===== config.mk =====
export PLATFORM = sky130hd
export DESIGN_NAME = frc_dither
export DESIGN_NICKNAME = d
export VERILOG_FILES = /design/src/rtl/frc_pkg.sv /design/src/rtl/frc_frame_ctr.sv /design/src/rtl/frc_pos_offset.sv /design/src/rtl/frc_level_gate.sv /design/src/rtl/frc_dither.sv
export SDC_FILE = /design/constraint.sdc
export NUM_CORES = 1
export LEC_CHECK = 0
export BUFFER_PORTS_ARGS = -buffer_cell sky130_fd_sc_hd__buf_4
export CORE_MARGIN = 10
export CORE_UTILIZATION = 40
export CTS_CLUSTER_SIZE = 16
export DETAILED_ROUTE_END_ITERATION = 8
export GPL_TIMING_DRIVEN = 1
export SETUP_SLACK_MARGIN = 0.15
export SLEW_MARGIN = 20
export SYNTH_ARGS = -nofsm -noshare
export SYNTH_HDL_FRONTEND = slang
export SYNTH_SLANG_ARGS = --single-unit
export TNS_END_PERCENT = 1

===== constraint.sdc =====
create_clock -name clk -period 0.8 [get_ports clk]
set_clock_uncertainty 0.2 [all_clocks]
set_input_delay 0.04 -clock clk [delete_from_list [all_inputs] [get_ports clk]]
set_output_delay 0.04 -clock clk [all_outputs]
set_load 0.05 [all_outputs]

===== src/rtl/frc_pkg.sv =====
package frc_pkg;
  localparam int LVL_W   = 4;
  localparam int NCH     = 3;
  localparam int PIX_W   = NCH * LVL_W;
  localparam int CH_STEP = 5;
  localparam int ROW_MUL = 3;

  typedef logic [LVL_W-1:0] lvl_t;

  // Bijective scramble of the 16 frame phases: affine map, bit reversal, xor.
  function automatic lvl_t scramble(lvl_t p);
    lvl_t m;
    lvl_t r;
    m = p * lvl_t'(11) + lvl_t'(5);
    for (int i = 0; i < LVL_W; i++) begin
      r[i] = m[LVL_W-1-i];
    end
    return r ^ lvl_t'(6);
  endfunction

  // Per-channel phase key: channel index times the step (blue 0, green 5, red 10).
  function automatic lvl_t chan_key(int c);
    return lvl_t'(c * CH_STEP);
  endfunction
endpackage


===== src/rtl/frc_frame_ctr.sv =====
module frc_frame_ctr
  import frc_pkg::*;
(
  input  logic clk,
  input  logic rst_n,
  input  logic adv,
  output lvl_t phase
);
  lvl_t phase_d;

  always_comb begin
    phase_d = phase;
    if (adv) begin
      phase_d = phase + lvl_t'(1);
    end
  end

  always_ff @(posedge clk or negedge rst_n) begin
    if (!rst_n) begin
      phase <= '0;
    end else begin
      phase <= phase_d;
    end
  end
endmodule


===== src/rtl/frc_pos_offset.sv =====
module frc_pos_offset
  import frc_pkg::*;
(
  input  lvl_t                      col,
  input  lvl_t                      row,
  output logic [NCH-1:0][LVL_W-1:0] off
);
  lvl_t base;

  always_comb begin
    base = col + row * lvl_t'(ROW_MUL);
  end

  for (genvar c = 0; c < NCH; c++) begin : g_chan
    assign off[c] = base + chan_key(c);
  end
endmodule


===== src/rtl/frc_level_gate.sv =====
module frc_level_gate
  import frc_pkg::*;
(
  input  lvl_t phase,
  input  lvl_t level,
  input  logic top_full,
  output logic on
);
  localparam lvl_t LVL_MAX = {LVL_W{1'b1}};
  lvl_t thresh;

  always_comb begin
    thresh = scramble(phase);
    on     = (thresh < level) || (top_full && (level == LVL_MAX));
  end
endmodule


===== src/rtl/frc_dither.sv =====
module frc_dither
  import frc_pkg::*;
(
  input  logic             clk,
  input  logic             rst_n,
  input  logic             frame_go,
  input  logic             pix_vld,
  input  logic [PIX_W-1:0] pix_rgb,
  input  logic [LVL_W-1:0] pix_col,
  input  logic [LVL_W-1:0] pix_row,
  input  logic             lvl15_full,
  output logic [NCH-1:0]   drv_rgb,
  output logic             drv_vld
);
  logic                      rst_meta_n;
  logic                      rst_sync_n;
  lvl_t                      frame_ph;
  logic [NCH-1:0][LVL_W-1:0] ch_off;
  logic [NCH-1:0]            ch_on;
  logic [NCH-1:0]            rgb_d;
  logic                      vld_d;

  // Asynchronous assert, synchronous release.
  always_ff @(posedge clk or negedge rst_n) begin
    if (!rst_n) begin
      rst_meta_n <= 1'b0;
      rst_sync_n <= 1'b0;
    end else begin
      rst_meta_n <= 1'b1;
      rst_sync_n <= rst_meta_n;
    end
  end

  frc_frame_ctr u_frame (
    .clk   (clk),
    .rst_n (rst_sync_n),
    .adv   (frame_go),
    .phase (frame_ph)
  );

  frc_pos_offset u_pos (
    .col (pix_col),
    .row (pix_row),
    .off (ch_off)
  );

  for (genvar c = 0; c < NCH; c++) begin : g_gate
    lvl_t ch_phase;
    assign ch_phase = frame_ph + ch_off[c];
    frc_level_gate u_gate (
      .phase    (ch_phase),
      .level    (pix_rgb[c*LVL_W +: LVL_W]),
      .top_full (lvl15_full),
      .on       (ch_on[c])
    );
  end

  always_comb begin
    vld_d = pix_vld;
    rgb_d = pix_vld ? ch_on : '0;
  end

  always_ff @(posedge clk or negedge rst_sync_n) begin
    if (!rst_sync_n) begin
      drv_rgb <= '0;
      drv_vld <= 1'b0;
    end else begin
      drv_rgb <= rgb_d;
      drv_vld <= vld_d;
    end
  end
endmodule


==> impl_metrics.yaml, run 1 <==
layout:
  final_nets: 279
  diodes: 0
  seq_area_um2: 253
  multi_input_area_um2: 1080
  fin_cells: 258
  final_cell_mix: "51 x buf_4, 33 x inv_1, 29 x ha_1, 14 x xnor2_1"
  nFillCells: 326
  drive_gt1_share_pct: 38.7
  final_common_cell: "buf_4"
  final_util_pct: 61.2
  final_cell_area_um2: 2060
  area_delta_synth_final_pct: 47.3
critical_path:
  cp-start-kind: "input pin"
  critPathKind: "in -> reg"
  startpoint: "pix_col[1]"
  reg2reg_from: "u_frame.phase[1]$_DFFE_PN0P_"
  arrival_ns: 3.91
  required_ns: 0.78
  cp-end-kind: "flop"
  crit_fanout: 3
route:
  antenna_left: 0
  drcViolationCount: 0
  drt_pass1_iterations: 4
  vias_per_cell: 4.64
  finalWirelength_um: 3280
  via_count: 1197
  drt_iter0_drc: 42
  wl_per_cell_um: 12.7
timing:
  rsz0062_at_grt: "yes"
  hold_violations: 18
  setup-violations-final: 11
  finalSetupTns_ns: -11.06
  hold-worst-slack_ns: -0.216
  finalCriticalPeriod_ns: 3.94
  setup_ws_ns: -3.14
  finalCritPeriodShare_pct: 492
  maxSlewViolCount: 0
  max_freq_mhz: 254
die:
  dieArea_um2: 6250
  die_h_um: 79.1
  rows: 21
  core_area_um2: 3360
  die_x_um: 79.1
  start_util_pct: 41.5
  io_pins: 29
cts:
  ctsHoldBuffers: 1
  clk_pin_slew_ns: 0.06
  clk_latency_ns: 0.26
  cts-root-buf: "clkbuf_4"
  cts_buffers: 3
  cts_tree: "yes"
  clock-sinks: 10
  htreeDepth: 1
  clock_path_buffers: 2
global_route:
  grt_pass1_wl_um: 5660
  grt_max_degree: 9
  antenna_found_initial: 0
  gr-total-overflow: 0
  track_usage_pct: 11.1
  grt_pass1_vias: 1336
yosys:
  ys_ff_latch: 10
  syn_nets: 213
  ys_seq_area_share_pct: 17.9
  synth_warnings: 0
  netlist_area_um2: 1400
  yosysTopAreaCellShare_pct: 29.6
  netlist_top_cells_area: "ha_1 30%, dfrtp_1 18%, xnor2_1 11%, inv_1 10%, fa_1 10%"
  yosysTopAreaCell: "ha_1"
  syn-instance-count: 148
  yosysUniqueCellTypes: 24
  avgSynthCellArea_um2: 9.43
placed_design:
  io_buffers: 28
  hpwl_um: 2840
  place_area_um2: 1900
  routabilityCongestion: 0.817
  dp.cells: 252
hold_path:
  hp-class: "in -> reg"
  min-delay-start: "frame_go"
run_status:
  violations: "negative hold slack, negative setup slack"
  status: "finished with violations"
flow_run:
  cap_violations: 0
[cells by family (layout without fill, tap and decap cells)]
logic type               after synthesis  in the layout  synth area share [%]
XOR/XNOR                              23             23                  17.7
buffers and inverters                 39            103                  10.5
other                                  1              1                 0.269
AO/OA/AOI/OAI                         17             17                  7.44
adder cells (fa/ha/maj)               40             40                  39.6
flip-flops                            10             10                  17.9
AND/OR/NAND/NOR                       18             18                  6.54
[metrics by stage]
step	hold slack, ns	setup slack (ns)
final	-0.216	-3.14
after global routing	-0.213	-3.33
after CTS	-0.222	-3.12
after detailed placement	-0.375	-3.38
after global placement	-0.377	-3.33
after floorplan	-0.456	-3.12
[repair_timing]
item                                    4_1_cts  5_1_grt
endpoints found under the hold margin        18       18
endpoints found under the setup margin       12       20
resized for setup                            10       18
pin swaps                                     6       12
buffers inserted                              0        2
[path summary, 6_finish.rpt]
path	cells after the start	slack, ns	end
setup / recovery	18	-3.14	drv_rgb[2]$_DFF_PN0_
hold / removal	2	-0.22	u_frame.phase[1]$_DFFE_PN0P_
setup reg to reg	14	-2.57	drv_rgb[2]$_DFF_PN0_
hold reg to reg	0	-0.09	u_frame.phase[0]$_DFFE_PN0P_
max in group asynchronous	0	0.31	u_frame.phase[2]$_DFFE_PN0P_
min in group asynchronous	2	-0.11	rst_sync_n$_DFF_PN0_
[cell usage after synthesis]
cell,number
a21o_1,1
a21oi_1,6
a31oi_1,2
conb_1,1
dfrtp_1,10
fa_1,7
ha_1,33
inv_1,39
nand2_1,4
nand3_1,2
nand4_1,3
nand4b_1,1
nor2_1,5
nor3_1,2
o21ai_0,4
o21bai_1,1
o221ai_1,2
o41ai_1,1
or4b_1,1
xnor2_1,18
xnor3_1,1
xnor3_2,1
xnor3_4,1
xor2_1,2
[area by class of cell]
class | count | share of cell area [%]
Inverter | 39 | 7.24
Sequential cell | 10 | 12.3
Timing Repair Buffer | 61 | 24.2
Clock buffer | 3 | 1.09
Multi-Input combinational cell | 99 | 52.4
Tap cell | 46 | 2.80
[state kept, by name, indices dropped and copies added, names as in the netlist]
name,count
rst_sync_n,1
drv_rgb,3
rst_meta_n,1
drv_vld,1
u_frame.phase,4
[worst max-delay path, cell delays in order]
cell,delay [ns]
buf_6,0.07
inv_2,0.03
fa_1,0.53
inv_1,0.05
ha_2,0.17
inv_2,0.05
fa_1,0.45
ha_1,0.33
inv_2,0.04
fa_1,0.57
inv_2,0.06
ha_4,0.24
ha_4,0.16
xnor2_2,0.12
xnor2_1,0.18
xnor2_1,0.12
or4b_1,0.52
a31oi_1,0.18
[layer usage]
metal  up-vias  GRT usage, %  part of all wire (%)
met1       558          11.3                    38
met3         6          2.36                   4.4
li1        600             -                     -
met2        33          21.3                    55
met4         0          4.84                   2.3
met5         -             0                     0
Power of run 1 is not shown: default switching activity piles up to over one toggle a cycle in this logic, so the estimate is an artifact.
==> inputs of run 2 (changes only) <==
- clock period: 0.8 -> 3.45 ns (I/O delays scaled with it)
==> impl_metrics.yaml, run 2 (synthesis results as in run 1) <==
critical_path:
  arrival_ns: 3.91
  critPathKind: "in -> reg"
  cp-start-kind: "input pin"
  rr_worst_depth: 14
  required_ns: 3.42
  rrSetupSlack_ns: 0.11
  cp-end-kind: "flop"
  startpoint: "pix_col[1]"
  endpoint: "drv_rgb[2]$_DFF_PN0_"
  reg2reg_from: "u_frame.phase[1]$_DFFE_PN0P_"
  crit_fanout: 3
  r2r-end: "drv_rgb[2]$_DFF_PN0_"
global_route:
  gr-total-overflow: 0
  track_usage_pct: 10.9
  top_usage_layer: "met2"
  globalRouteMet1Util_pct: 11.6
  grt_max_degree: 9
  grt_pass1_wl_um: 5680
  met2_usage_pct: 21.5
  antenna_found_initial: 0
  grt_pass1_vias: 1324
  grt_use_met3_pct: 2.36
die:
  start_util_pct: 41.5
  die_h_um: 79.1
  rows: 21
  io_pins: 29
  dieArea_um2: 6250
  die_x_um: 79.1
  core_area_um2: 3360
cts:
  post_cts_buffers: 0
  cts_buffers: 3
  cts-root-buf: "clkbuf_4"
  clk_pin_slew_ns: 0.06
  cts_tree: "yes"
  htreeDepth: 1
  clock-sinks: 10
  clock_path_buffers: 2
  clk_latency_ns: 0.26
timing:
  maxSlewViolCount: 0
  max_freq_mhz: 254
  setup-violations-final: 3
  hold-worst-slack_ns: 0.0147
  finalCriticalPeriod_ns: 3.93
  setup_ws_ns: -0.484
  hold_violations: 0
  finalCritPeriodShare_pct: 114
  rsz0062_at_grt: "yes"
placed_design:
  post-place-ws_ns: -0.886
  hpwl_um: 2710
  io_buffers: 28
  routabilityCongestion: 0.787
  dp.cells: 238
route:
  finalWirelength_um: 3160
  vias_per_cell: 4.60
  antenna_left: 0
  drt_pass1_iterations: 4
  drt_iter0_drc: 36
  via_count: 1128
  drcViolationCount: 0
  wl_per_cell_um: 12.9
layout:
  final_common_cell: "buf_4"
  final_cell_mix: "43 x buf_4, 34 x inv_1, 28 x ha_1, 14 x xnor2_1, 10 x dfrtp_1"
  final_nets: 266
  drive_gt1_share_pct: 32.7
  diodes: 0
  top_regs: "u_frame.phase: 4 flops, drv_rgb: 3 flops"
  area_delta_synth_final_pct: 38.4
  largest_register: "u_frame.phase"
  largest_reg_flops: 4
  fin_cells: 245
run_status:
  status: "finished with violations"
  violations: "negative setup slack"
flow_run:
  cap_violations: 0
hold_path:
  hp-class: "in -> reg"
==> run 2: how the worst min path moves through the flow <==
stage,from,end,slack [ns],cells past startpoint
after floorplan,rst_n,rst_meta_n$_DFF_PN0_,-0.32,0
after global placement,rst_n,rst_meta_n$_DFF_PN0_,-0.25,1
after detailed placement,rst_n,rst_sync_n$_DFF_PN0_,-0.24,1
after CTS,pix_rgb[4],drv_rgb[1]$_DFF_PN0_,0.02,3
after global routing,pix_rgb[4],drv_rgb[1]$_DFF_PN0_,0.01,3
final,pix_rgb[4],drv_rgb[1]$_DFF_PN0_,0.01,3
==> run 2: worst max-delay path: stages <==
cell     delay, ns
buf_6         0.07
inv_2         0.03
fa_1          0.53
inv_1         0.05
ha_2          0.17
inv_2         0.05
fa_2          0.47
ha_4          0.30
inv_2         0.03
fa_1          0.51
inv_1         0.05
ha_1          0.27
ha_2          0.19
xnor2_2       0.17
xnor2_1       0.16
xnor2_1       0.10
or4b_1        0.46
a31oi_1       0.14
==> run 2: routing by layer <==
metal	part of all wire, %	vias to the layer above
met5	0	-
met4	0.44	0
met3	4.0	2
met2	53	25
met1	43	529
li1	-	572
==> run 2: layout make-up <==
type	instances	area, um2
Inverter	39	146
Clock buffer	3	22.5
Sequential cell	10	250
Tap cell	46	57.6
Timing Repair Buffer	48	374
Fill cell	325	1430
Multi-Input combinational cell	99	1080
==> run 2: stage by stage <==
stage                     utilization (%)  instance area [um2]  TNS, ns
after floorplan                         -                 1410    -1.28
after global placement               53.3                 1790    -2.11
after detailed placement             53.3                 1790    -2.39
after CTS                            56.5                 1900    -1.21
after global routing                 57.5                 1930    -1.59
final                                57.5                 1930    -1.04
==> run 2: repair_timing <==
action	in CTS	in global routing
hold buffers	4	0
endpoints found under the hold margin	13	0
setup endpoints to repair	3	3
pin swaps	5	0
gates resized for setup	5	10
Power of run 2 is left out for the same reason.
